File: config.mk
export PLATFORM = sky130hd
export DESIGN_NAME = bus_role_picker
export DESIGN_NICKNAME = d
export VERILOG_FILES = /design/src/rtl/bus_role_pkg.sv /design/src/rtl/line_sync.sv /design/src/rtl/probe_master.sv /design/src/rtl/addr_matcher.sv /design/src/rtl/bus_role_picker.sv
export SDC_FILE = /design/constraint.sdc
export NUM_CORES = 1
export LEC_CHECK = 0
export BUFFER_PORTS_ARGS = -buffer_cell sky130_fd_sc_hd__buf_2
export CORE_ASPECT_RATIO = 1.5
export CORE_MARGIN = 5
export CORE_UTILIZATION = 55
export CTS_CLUSTER_SIZE = 25
export DETAILED_ROUTE_END_ITERATION = 8
export PLACE_DENSITY = 0.73
export SLEW_MARGIN = 20
export SYNTH_ARGS = -nofsm -noshare
export SYNTH_HDL_FRONTEND = slang
export SYNTH_SLANG_ARGS = --single-unit
File: constraint.sdc
create_clock -name clk -period 2.8 [get_ports clk]
set_input_delay 0.28 -clock clk [delete_from_list [all_inputs] [get_ports clk]]
set_output_delay 0.28 -clock clk [all_outputs]
set_load 0.02 [all_outputs]
File: src/rtl/bus_role_pkg.sv
package bus_role_pkg;

  // One bus action per probe step
  typedef enum logic [1:0] {OP_START, OP_WR, OP_RD, OP_STOP} op_e;

  localparam logic [3:0] LAST_STEP    = 4'd11;
  localparam logic [6:0] FACTORY_ADDR = 7'h42;

  // Probe program: write test byte, point back, repeated start, read
  function automatic op_e step_op(input logic [3:0] s);
    case (s)
      4'd0, 4'd5, 4'd8: step_op = OP_START;
      4'd4, 4'd11:      step_op = OP_STOP;
      4'd10:            step_op = OP_RD;
      default:          step_op = OP_WR;
    endcase
  endfunction

endpackage

File: src/rtl/line_sync.sv
module line_sync #(
  parameter int W = 2
) (
  input  logic         clk,
  input  logic         rst_n,
  input  logic [W-1:0] d,
  output logic [W-1:0] q
);
  logic [W-1:0] meta;

  // Idle bus level is high, so both stages reset to 1
  always_ff @(posedge clk or negedge rst_n) begin
    if (!rst_n) begin
      meta <= '1;
      q    <= '1;
    end else begin
      meta <= d;
      q    <= meta;
    end
  end
endmodule

File: src/rtl/probe_master.sv
module probe_master
  import bus_role_pkg::*;
#(
  parameter int         CLK_HZ    = 125_000_000,
  parameter int         SCL_HZ    = 100_000,
  parameter logic [6:0] MEM_ADDR  = 7'h50,
  parameter logic [7:0] MEM_LOC   = 8'h00,
  parameter logic [7:0] TEST_BYTE = 8'hA5
) (
  input  logic clk,
  input  logic rst_n,
  input  logic scl_s,
  input  logic sda_s,
  output logic scl_pull,
  output logic sda_pull,
  output logic done_pulse,
  output logic pass
);
  localparam int QTR_RAW = (CLK_HZ + 4 * SCL_HZ - 1) / (4 * SCL_HZ);
  localparam int QTR     = (QTR_RAW < 3) ? 3 : QTR_RAW;
  localparam int QW      = $clog2(QTR);

  logic [QW-1:0] qcnt;
  logic          running;
  logic [3:0]    step;
  logic [1:0]    phase;
  logic [3:0]    bitn;
  logic [7:0]    shreg;
  logic          nack;
  logic [7:0]    wbyte;
  op_e           op;

  wire tick = (qcnt == QW'(QTR - 1));

  // Quarter-period divider
  always_ff @(posedge clk or negedge rst_n) begin
    if (!rst_n)       qcnt <= '0;
    else if (running) qcnt <= tick ? '0 : qcnt + 1'b1;
  end

  assign op = step_op(step);

  always_comb begin
    case (step)
      4'd1, 4'd6: wbyte = {MEM_ADDR, 1'b0};
      4'd2, 4'd7: wbyte = MEM_LOC;
      4'd3:       wbyte = TEST_BYTE;
      4'd9:       wbyte = {MEM_ADDR, 1'b1};
      default:    wbyte = 8'h00;
    endcase
  end

  always_ff @(posedge clk or negedge rst_n) begin
    if (!rst_n) begin
      running    <= 1'b1;
      step       <= '0;
      phase      <= '0;
      bitn       <= '0;
      scl_pull   <= 1'b0;
      sda_pull   <= 1'b0;
      shreg      <= '0;
      nack       <= 1'b0;
      done_pulse <= 1'b0;
      pass       <= 1'b0;
    end else begin
      done_pulse <= 1'b0;
      if (running && tick) begin
        phase <= phase + 2'd1;
        case (op)
          OP_START: begin
            case (phase)
              2'd0: sda_pull <= 1'b0;
              2'd1: scl_pull <= 1'b0;
              2'd2: sda_pull <= 1'b1;
              default: begin
                scl_pull <= 1'b1;
                step     <= step + 4'd1;
              end
            endcase
          end
          OP_STOP: begin
            case (phase)
              2'd0: begin
                scl_pull <= 1'b1;
                sda_pull <= 1'b1;
              end
              2'd1: scl_pull <= 1'b0;
              2'd2: sda_pull <= 1'b0;
              default: begin
                if (step == LAST_STEP) begin
                  running    <= 1'b0;
                  done_pulse <= 1'b1;
                  pass       <= !nack && (shreg == TEST_BYTE);
                end else begin
                  step <= step + 4'd1;
                end
              end
            endcase
          end
          default: begin
            case (phase)
              2'd0: begin
                scl_pull <= 1'b1;
                sda_pull <= (op == OP_WR && bitn < 4'd8) ? ~wbyte[3'd7 - bitn[2:0]] : 1'b0;
              end
              2'd1: scl_pull <= 1'b0;
              2'd2: begin
                if (bitn < 4'd8) begin
                  if (op == OP_RD) shreg <= {shreg[6:0], sda_s};
                end else if (op == OP_WR && sda_s) begin
                  nack <= 1'b1;
                end
              end
              default: begin
                scl_pull <= 1'b1;
                if (bitn == 4'd8) begin
                  bitn <= '0;
                  step <= nack ? LAST_STEP : step + 4'd1;
                end else begin
                  bitn <= bitn + 4'd1;
                end
              end
            endcase
          end
        endcase
      end
    end
  end

  // Clock line level is only driven, never read back (no stretching)
  logic unused_scl;
  assign unused_scl = scl_s;
endmodule

File: src/rtl/addr_matcher.sv
module addr_matcher (
  input  logic       clk,
  input  logic       rst_n,
  input  logic       en,
  input  logic [6:0] my_addr,
  input  logic       scl_s,
  input  logic       sda_s,
  output logic       sda_pull,
  output logic       hit,
  output logic       rd
);
  typedef enum logic [2:0] {M_IDLE, M_ADDR, M_ACK, M_HELD, M_SKIP} mstate_e;

  mstate_e    st;
  logic       scl_q, sda_q;
  logic [7:0] sh;
  logic [3:0] cnt;

  wire scl_rise = scl_s && !scl_q;
  wire scl_fall = !scl_s && scl_q;
  wire bus_start = scl_s && scl_q && sda_q && !sda_s;
  wire bus_stop  = scl_s && scl_q && !sda_q && sda_s;

  always_ff @(posedge clk or negedge rst_n) begin
    if (!rst_n) begin
      st       <= M_IDLE;
      scl_q    <= 1'b1;
      sda_q    <= 1'b1;
      sh       <= '0;
      cnt      <= '0;
      sda_pull <= 1'b0;
      hit      <= 1'b0;
      rd       <= 1'b0;
    end else begin
      scl_q <= scl_s;
      sda_q <= sda_s;
      if (!en) begin
        st       <= M_IDLE;
        sda_pull <= 1'b0;
        hit      <= 1'b0;
        rd       <= 1'b0;
      end else if (bus_start) begin
        st       <= M_ADDR;
        cnt      <= '0;
        sda_pull <= 1'b0;
        hit      <= 1'b0;
        rd       <= 1'b0;
      end else if (bus_stop) begin
        st       <= M_IDLE;
        sda_pull <= 1'b0;
        hit      <= 1'b0;
        rd       <= 1'b0;
      end else begin
        case (st)
          M_ADDR: begin
            if (scl_rise && cnt < 4'd8) begin
              sh  <= {sh[6:0], sda_s};
              cnt <= cnt + 4'd1;
            end else if (scl_fall && cnt == 4'd8) begin
              if (sh[7:1] == my_addr) begin
                sda_pull <= 1'b1;
                st       <= M_ACK;
              end else begin
                st <= M_SKIP;
              end
            end
          end
          M_ACK: begin
            if (scl_fall) begin
              sda_pull <= 1'b0;
              hit      <= 1'b1;
              rd       <= sh[0];
              st       <= M_HELD;
            end
          end
          default: ;
        endcase
      end
    end
  end
endmodule

File: src/rtl/bus_role_picker.sv
module bus_role_picker
  import bus_role_pkg::*;
#(
  parameter int         CLK_HZ    = 125_000_000,
  parameter int         SCL_HZ    = 100_000,
  parameter logic [6:0] MEM_ADDR  = 7'h50,
  parameter logic [7:0] MEM_LOC   = 8'h00,
  parameter logic [7:0] TEST_BYTE = 8'hA5
) (
  input  logic       clk,
  input  logic       rst_n,
  input  logic       cfg_addr_en,
  input  logic [6:0] cfg_addr,
  input  logic       scl_i,
  input  logic       sda_i,
  output logic       scl_pull,
  output logic       sda_pull,
  output logic       role_master,
  output logic       probe_done,
  output logic       addr_hit,
  output logic       addr_rd
);
  logic       scl_s, sda_s;
  logic       m_scl, m_sda, m_done, m_pass;
  logic       s_sda;
  logic       settled;
  logic [6:0] my_addr;

  line_sync #(.W(2)) u_sync (
    .clk   (clk),
    .rst_n (rst_n),
    .d     ({scl_i, sda_i}),
    .q     ({scl_s, sda_s})
  );

  probe_master #(
    .CLK_HZ    (CLK_HZ),
    .SCL_HZ    (SCL_HZ),
    .MEM_ADDR  (MEM_ADDR),
    .MEM_LOC   (MEM_LOC),
    .TEST_BYTE (TEST_BYTE)
  ) u_probe (
    .clk        (clk),
    .rst_n      (rst_n),
    .scl_s      (scl_s),
    .sda_s      (sda_s),
    .scl_pull   (m_scl),
    .sda_pull   (m_sda),
    .done_pulse (m_done),
    .pass       (m_pass)
  );

  // Own address captured once, when the role is settled
  always_ff @(posedge clk or negedge rst_n) begin
    if (!rst_n) begin
      settled <= 1'b0;
      my_addr <= FACTORY_ADDR;
    end else if (m_done) begin
      settled <= 1'b1;
      my_addr <= cfg_addr_en ? cfg_addr : FACTORY_ADDR;
    end
  end

  addr_matcher u_match (
    .clk      (clk),
    .rst_n    (rst_n),
    .en       (settled && !m_pass),
    .my_addr  (my_addr),
    .scl_s    (scl_s),
    .sda_s    (sda_s),
    .sda_pull (s_sda),
    .hit      (addr_hit),
    .rd       (addr_rd)
  );

  assign scl_pull    = m_scl;
  assign sda_pull    = m_sda | s_sda;
  assign role_master = m_pass;
  assign probe_done  = m_done;
endmodule

## After elaboration in Yosys (flattened, before gate mapping)

Index checks and enable logic that the tools add are counted.
W data, S select, Z words.

- Bits in latches: 0
- Bits in read-only memories: 0
- Bits in registers: 65
- Input bits: 12
- Bits in writable memories: 0
- Word-level logic and storage cells: 176
- Memories: 0

- Order comparisons: 3
- Equality and inequality tests: 35
- Reduce and logical (&&, ||, !) cells: 45
- Muxes and demuxes: 57
- Bitwise logic cells: 7
- Multiply operators: 0
- Divide/modulo/power cells: 0
- Add/subtract/negate cells: 6
- Shifts and indexed selects: 0

Operators by type and width:

| kind | number |
|---|---|
| $mux W4 | 11 |
| $ne A5 B5 Y1 const B | 5 |
| $eq A4 B4 Y1 const B | 6 |
| $mux W1 | 24 |
| $pmux W8 S3 | 1 |
| $reduce_and A4 Y1 | 6 |
| $mux W3 | 7 |
| $reduce_and A5 Y1 | 4 |
| $pmux W1 S2 | 8 |
| $logic_and A1 B1 Y1 | 14 |
| $add A4 B1 Y4 const B | 3 |
| $eq A4 B3 Y1 const B | 3 |
| $add A9 B1 Y9 const B | 1 |
| $eq A9 B9 Y1 const B | 1 |
| $mux W9 | 1 |
| $ne A3 B1 Y1 const B | 3 |
| $eq A8 B8 Y1 const B | 1 |
| $lt A4 B4 Y1 const B | 2 |
| $ne A4 B4 Y1 const B | 2 |
| $pmux W4 S2 | 1 |
| $reduce_or A2 Y1 | 4 |
| $eq A7 B7 Y1 | 1 |
| $mux W7 | 1 |
| $eq A2 B2 Y1 const B | 3 |
| 24 further kinds | 40 |

## Logic depth before layout (Yosys ltp)

Gate-level depths: netlist of the first run.

- Depth after elaboration: 9
- Mapped depth: 8
- Mapped depth without buffers: 7

## Cells and area by module

From an unflattened synthesis of the first run, not the netlist that was laid out.

- Cells, all modules: 317
- Area total of the unflattened synthesis: 3339.5 um^2

By module, submodules not included:

| module | area each (um^2) | seq. area each (um^2) | instances | cells each |
|---|---|---|---|---|
| probe_master | 1876.8 | 827.0 | 1 | 188 |
| addr_matcher | 1028.5 | 503.0 | 1 | 92 |
| bus_role_picker | 329.1 | 202.7 | 1 | 33 |
| line_sync | 105.1 | 105.1 | 1 | 4 |

## Worst setup path after synthesis of the first run

OpenSTA, ideal clock, no wires.

- Path type: reg-to-reg
- From: reg u_probe.running
- To: reg u_probe.shreg[0]
- Data required time: 2675 ps
- Path slack: 732 ps
- Cell stages (with the launch flop): 8
- Arrival: 1943 ps
- Cell sequence: dfstp_2 > buf_2 > inv_2 > or4_1 > buf_2 > nor3_4 > nand3_4 > mux2_2

- Word-level cells in the longest chain between the ends: 2

RTL lines:

| what | line | source |
|---|---|---|
| from (decl) | probe_master.sv:24 | `logic running;` |
| from (signal assigned) | probe_master.sv:55 | `running <= 1'b1;` |
| from (signal assigned) | probe_master.sv:91 | `running <= 1'b0;` |
| $logic_and A1 B1 Y1 | probe_master.sv:67 | `if (running && tick) begin` |
| $reduce_and A5 Y1 (no source line) | -- |  |
| to (signal assigned) | probe_master.sv:109 | `if (op == OP_RD) shreg <= {shreg[6:0], sda_s};` |
| to (decl) | probe_master.sv:28 | `logic [7:0] shreg;` |

Every way passes these cells.
A chain may end at the register's enable or synchronous reset.

## Worst setup path in the final report of the first run

- From: reg u_probe.running
- To: reg u_probe.step[2]

- Word-level cells in the longest chain between the ends: 2

RTL lines:

| what | line | source |
|---|---|---|
| $logic_and A1 B1 Y1 | probe_master.sv:67 |  |
| $reduce_and A4 Y1 (no source line) | -- |  |
| to (signal assigned) | probe_master.sv:77 | `step <= step + 4'd1;` |
| to (signal assigned) | probe_master.sv:95 | `step <= step + 4'd1;` |
| to (signal assigned) | probe_master.sv:118 | `step <= nack ? LAST_STEP : step + 4'd1;` |
| to (decl) | probe_master.sv:25 | `logic [3:0] step;` |

Every way passes these cells.

==> results of run 1 <==
## stage by stage
step                utilization, %  hold slack, ps
global route                 62.67           22.33
detailed placement           58.87           347.0
floorplan                        -          -15.59
CTS                          62.67           7.438
finish                       62.67          -8.416
global placement             58.87           346.5
## power by group through the flow
stage	Clock, mW	Combinational (mW)	Sequential [mW]
2_1_floorplan	0	0.00448	0.968
5_1_grt	0.924	0.0396	0.953
4_1_cts	0.882	0.0350	0.952
3_5_place_dp	0	0.0348	0.970
6_report	0.863	0.0332	0.952
3_3_place_gp	0	0.0341	0.969
## final cells by class
class                      count  area (um2)  area share, %
inverter                      25       93.84          2.588
clock inverter                 6       92.59          2.553
tap                           72       90.09          2.484
clock buffer                  10       127.6          3.520
multi-input combinational    208        1476          40.72
sequential                    65        1638          45.17
timing repair buffer          20       107.6          2.968
## layer usage
| layer | up-vias | global-route usage, % | part of all wire (%) | wire, um |
|---|---|---|---|---|
| met5 | - | 0 | 0 | 0 |
| met4 | 0 | 11.61 | 4.1 | 237 |
| met3 | 14 | 2.418 | 2.4 | 135 |
| met2 | 28 | 28.88 | 53 | 3034 |
| met1 | 1089 | 18.78 | 40 | 2318 |
| li1 | 1120 | - | - | - |
## critical path, delay by kind of cell (launching register included)
| family | cells | cell delay (ps) |
|---|---|---|
| flops | 1 | 620 |
| simple gates | 1 | 680 |
| buf+inv | 1 | 70 |
| compound gates | 3 | 690 |
## registers in the layout, indices dropped and copies added (netlist names), 2 cells and up
| signal | cells |
|---|---|
| u_sync.q | 2 |
| u_sync.meta | 2 |
| u_match.cnt | 4 |
| u_probe.shreg | 8 |
| u_match.st | 3 |
| u_probe.phase | 2 |
| u_probe.step | 4 |
| u_probe.bitn | 4 |
| u_probe.qcnt | 9 |
| my_addr | 7 |
| u_match.sh | 8 |
## how the worst max path moves through the flow
stage                                         endpoint  cells past startpoint
after floorplan           u_probe.shreg[0]$_DFFE_PN0P_                      7
after global placement    u_probe.shreg[7]$_DFFE_PN0P_                      5
after detailed placement  u_probe.shreg[2]$_DFFE_PN0P_                      5
after CTS                 u_probe.shreg[2]$_DFFE_PN0P_                      5
after global routing       u_probe.bitn[3]$_DFFE_PN0P_                      8
final                      u_probe.step[2]$_DFFE_PN0P_                      5
## synth_stat cells, drive strengths merged, types with 2 or more instances
master | number | area share [%]
nand3b | 3 | 0.70
and3 | 3 | 0.58
nand2b | 2 | 0.39
a221oi | 2 | 0.73
xor2 | 7 | 1.9
a31oi | 7 | 1.4
a22o | 2 | 0.54
dfrtp | 56 | 43
nand4b | 2 | 0.54
ha | 13 | 5.0
nand2 | 17 | 2.0
nand3 | 11 | 2.1
nor4 | 2 | 0.39
mux2i | 6 | 1.9
and2b | 2 | 0.46
or2 | 3 | 0.58
inv | 25 | 2.9
buf | 4 | 0.62
xnor2 | 9 | 2.4
a21oi | 10 | 1.5
a211oi | 3 | 0.85
nor3b | 5 | 1.3
dfstp | 9 | 7.3
mux2 | 17 | 5.9
a21bo | 2 | 0.62
nor2 | 26 | 3.1
o21ai | 23 | 3.6
nor2b | 5 | 0.97
nand4 | 7 | 1.4
clkbuf | 2 | 0.23
nor3 | 5 | 1.1
## cell families after synthesis
group | after synthesis | share of synthesized area, %
compound gates | 56 | 11.06
xor+xnor | 16 | 4.331
fa+ha+maj | 13 | 5.027
simple gates | 100 | 17.44
flops | 65 | 50.62
buf+inv | 31 | 3.751
mux | 23 | 7.773
==> flow_summary.toml, run 1 <==
[power]
p_sw_mw = 0.3878
vdd_ir_drop_max_uv = 258.0
pwr-share-clk_pct = 46.7
power_density_nw_per_um2 = 509.9
p_int_mw = 1.461
p_comb_share_pct = 1.8
seqPwrFrac_pct = 51.5
power_mw = 1.849
swShare_pct = 20.98
p_leak_nw = 1.694

[clock_network]
clk_pin_slew_ps = 80
post_cts_resized = 0
hold_buffers = 0
cts_setup_buffers = 0
htreeDepth = 3
clockRootBuffer = "clkbuf_8"
clock-sinks = 65
cts_tree = "yes"
worstSkewPairLatency_ps = 340
clk_path_buf_depth = 2
numCtsBuffers = 9

[synthesis]
seq_area_frac_synth_pct = 50.62
synth_fp_nets = 329
ys_ff_latch = 65
async_reset_ff_share_pct = 100.0
syn_inst = 304
yosysWarnings = 0
ys.flop_type = "dfrtp_1"
syn_avg_cell_area_um2 = 10.64
synth-edff-count = 0
netlist_area_um2 = 3236
synth.distinct_cells = 53

[timing]
worst_pin_slew_ps = 719.3
skew_ps = 11.78
slew_headroom_pct = 52.05
timing.hold.ws_ps = -8.416
setup_ws_ps = 628.9
finalMaxSlewViolations = 0
fmax_mhz = 460.6
timing.final.crit_share_pct = 77.54
setup_violations = 0
hold_viol_final = 6
rsz0062_at_grt = "false"
layout_min_cycle_time_ps = 2171
fin_setup_tns_ps = 0

[layout]
nets = 354
diodes = 0
final_cell_count_no_fill = 406
drive_gt1_share_pct = 22.16
stdcell_area_um2 = 3626
final_cell_mix = "dfrtp_1 (56), nor2_1 (25), inv_1 (24)"
final_common_cell = "dfrtp_1"
nFillCells = 496
area_delta_synth_final_pct = 12.07

[setup_path]
reg2reg_setup_slack_ps = 630
crit_required_ps = 3020
cp_max_fo = 9
end_kind = "flip-flop"
startpoint_type = "flip-flop"
r2r_cells = 5
crit_start = "u_probe.running$_DFFE_PN1P_"
cp_slowest_cell = "or4_1"
crit_chain = "inv_2, or4_1, a211oi_2, o21ai_1, a22o_1"
worstReg2RegEnd = "u_probe.step[2]$_DFFE_PN0P_"
cpPeakStageDelay_ps = 680
critical_path_class = "reg -> reg"
reg2reg_from = "u_probe.running$_DFFE_PN1P_"
arrival_ps = 2390

[route]
viasPerCell = 5.544
drtPass1Iterations = 4
drt-initial-drc-count = 72
vias = 2251
antenna_left = 0
routedWlPerCell_um = 14.10
drc = 0
wl_mm = 5.726

[global_routing]
grt_pass1_vias = 2273
grt_max_degree = 34
grtUsageTotal_pct = 16.95
grt_pass1_wl_mm = 10.03
antenna_found_initial = 0
grt_overflow_total = 0

[die]
dieArea_um2 = 7549
rows = 34
num_io_pins = 18
die_h_um = 103.9
die_w_um = 72.63
coreArea_um2 = 5786
initial_utilization_pct = 55.93

[outcome]
violations = "negative hold slack"
status = "finished with violations"

[place]
place_hpwl_mm = 4.237
dp_cells = 390
port_buffers = 17
gp_congestion = 0.8107
place_ws_ps = 633.7
dpl_cell_area_um2 = 3406

[job]
drv_cap = 0

[min_path]
hp-class = "in -> async"
Note: power is estimated with default switching activity, not from simulation.
==> inputs of run 2 (changes only) <==
Settings changed: PLACE_DENSITY 0.73 to 0.76.
Clock period 2.8 ns to 1.9 ns, I/O delays scaled along.
==> flow_summary.toml, run 2 (synthesis gave the netlist of run 1 again) <==
[layout]
diodes = 0
final_cell_mix = "dfrtp_1 (55), buf_4 (41), nor2_1 (25)"
drive_gt1_share_pct = 36.32
largest_register_ffs = 9
stdcell_area_um2 = 4129
nFillCells = 454
area_delta_synth_final_pct = 27.61
nets = 400
largestRegisters = "u_probe.qcnt: 9 flops, u_match.sh: 8 flops, u_probe.shreg: 8 flops"
final_common_cell = "dfrtp_1"
largest-register = "u_probe.qcnt"

[setup_path]
critical_path_class = "reg -> reg"
crit_chain = "nand4bb_1, or4_4, nor3_4, nand3_4, mux2_4"
cpPeakStageDelay_ps = 600
crit_required_ps = 2120
cp_slowest_cell = "or4_4"
path_delay_family = "simple AND/OR/NAND/NOR gates"
cp_max_fo = 8
end_kind = "flip-flop"
arrival_ps = 2290
cp_num_buf_inv = 0
startpoint_type = "flip-flop"

[place]
place_hpwl_mm = 4.743
port_buffers = 17
place_ws_ps = -120.0
gp_congestion = 0.8206
dpl_cell_area_um2 = 3681

[global_routing]
grtUsageTotal_pct = 19.51
grt_max_degree = 38
antenna_found_initial = 0
grt_overflow_total = 0
grt_pass1_wl_mm = 11.57
grt_pass1_vias = 2532

[die]
die_w_um = 72.63
dieArea_um2 = 7549
initial_utilization_pct = 55.93
die_h_um = 103.9
rows = 34
num_io_pins = 18
coreArea_um2 = 5786

[power]
swShare_pct = 22.25
p_sw_mw = 0.5801
vdd_ir_drop_max_uv = 531.1
power_mw = 2.607
p_leak_nw = 1.979
pwr-share-clk_pct = 44.0
p_int_mw = 2.027
seqPwrFrac_pct = 53.8
power_density_nw_per_um2 = 631.5
p_comb_share_pct = 2.2

[timing]
fin_setup_tns_ps = -1580
timing.final.crit_share_pct = 109.2
rsz0062_at_grt = "true"
setup_ws_ps = -175.3
slew_headroom_pct = 67.63
fmax_mhz = 481.9
skew_ps = 11.75
finalMaxSlewViolations = 0
setup_violations = 15
layout_min_cycle_time_ps = 2075
worst_pin_slew_ps = 484.4
hold_viol_final = 0

[route]
antenna_left = 0
drtPass1Iterations = 5
vias = 2514
viasPerCell = 5.562
drc = 0
wl_mm = 6.992
drt-initial-drc-count = 135
routedWlPerCell_um = 15.47

[clock_network]
clockRootBuffer = "clkbuf_8"
numCtsBuffers = 9
clk_path_buf_depth = 2
htreeDepth = 3
clock-sinks = 65
cts_tree = "yes"
clk_pin_slew_ps = 80
worstSkewPairLatency_ps = 340

[min_path]
hp-class = "in -> reg"

[job]
drv_cap = 0

[outcome]
status = "finished with violations"
violations = "negative setup slack"
## run 2: cell types whose count changed in the layout (fill, tap and decap cells not counted), sizes merged
| cell | before | now |
|---|---|---|
| dlygate4sd3 | 0 | 3 |
| clkinvlp | 2 | 0 |
| clkinv | 2 | 4 |
| buf | 20 | 63 |
| inv | 25 | 26 |
| bufinv | 2 | 1 |
## run 2: final cells by class
| class | count | area (um2) | share of cell area (%) |
|---|---|---|---|
| sequential | 65 | 1639 | 39.70 |
| clock inverter | 6 | 66.31 | 1.606 |
| timing repair buffer | 66 | 496.7 | 12.03 |
| clock buffer | 10 | 127.6 | 3.091 |
| multi-input combinational | 208 | 1610 | 39.00 |
| inverter | 25 | 98.84 | 2.394 |
| tap | 72 | 90.09 | 2.182 |
## run 2: repair_timing
action	4_1_cts	5_1_grt
gates resized for setup	13	23
buffers inserted	6	5
hold buffers	3	0
hold endpoints to repair	11	0
endpoints found under the setup margin	16	20
pin swaps	4	7
## run 2: worst min-delay path, cell delays in order
cell and delay, ps:
buf_2 100, inv_1 40, a31oi_1 80
## run 2: stage by stage
| stage | cells | hold slack (ps) | util, % |
|---|---|---|---|
| finish | 452 | 59.91 | 71.37 |
| global route | 452 | 51.21 | 71.37 |
| CTS | 447 | 47.69 | 69.25 |
| floorplan | 304 | -105.6 | - |
| global placement | 422 | 76.53 | 63.62 |
| detailed placement | 422 | 78.71 | 63.62 |
## run 2: metal layers
layer  global-route usage, %  part of all wire [%]
met3                   4.642                   3.0
met1                   22.43                    38
met5                       0                     0
met2                   32.95                    55
met4                   9.763                   3.8
## run 2: final timing paths
check,slack (ps),cells past startpoint,startpoint,endpoint
min in group asynchronous,260,2,rst_n,u_match.sh[6]$_DFFE_PN0P_
max reg2reg,-180,5,u_probe.qcnt[2]$_DFFE_PN0P_,u_probe.shreg[3]$_DFFE_PN0P_
min,60,3,cfg_addr[6],my_addr[6]$_DFFE_PN1P_
max in group asynchronous,1050,3,rst_n,u_sync.meta[1]$_DFF_PN1_
max,-180,5,u_probe.qcnt[2]$_DFFE_PN0P_,u_probe.shreg[3]$_DFFE_PN0P_
min reg2reg,360,0,u_sync.meta[1]$_DFF_PN1_,u_sync.q[1]$_DFF_PN1_
## run 2: power by group through the flow
stage / clock network, mW / logic (mW) / registers, mW
finish: 1.15 / 0.0565 / 1.40
global route: 1.24 / 0.0661 / 1.40
CTS: 1.17 / 0.0585 / 1.40
detailed placement: 0 / 0.0537 / 1.43
global placement: 0 / 0.0527 / 1.43
floorplan: 0 / 0.00660 / 1.43
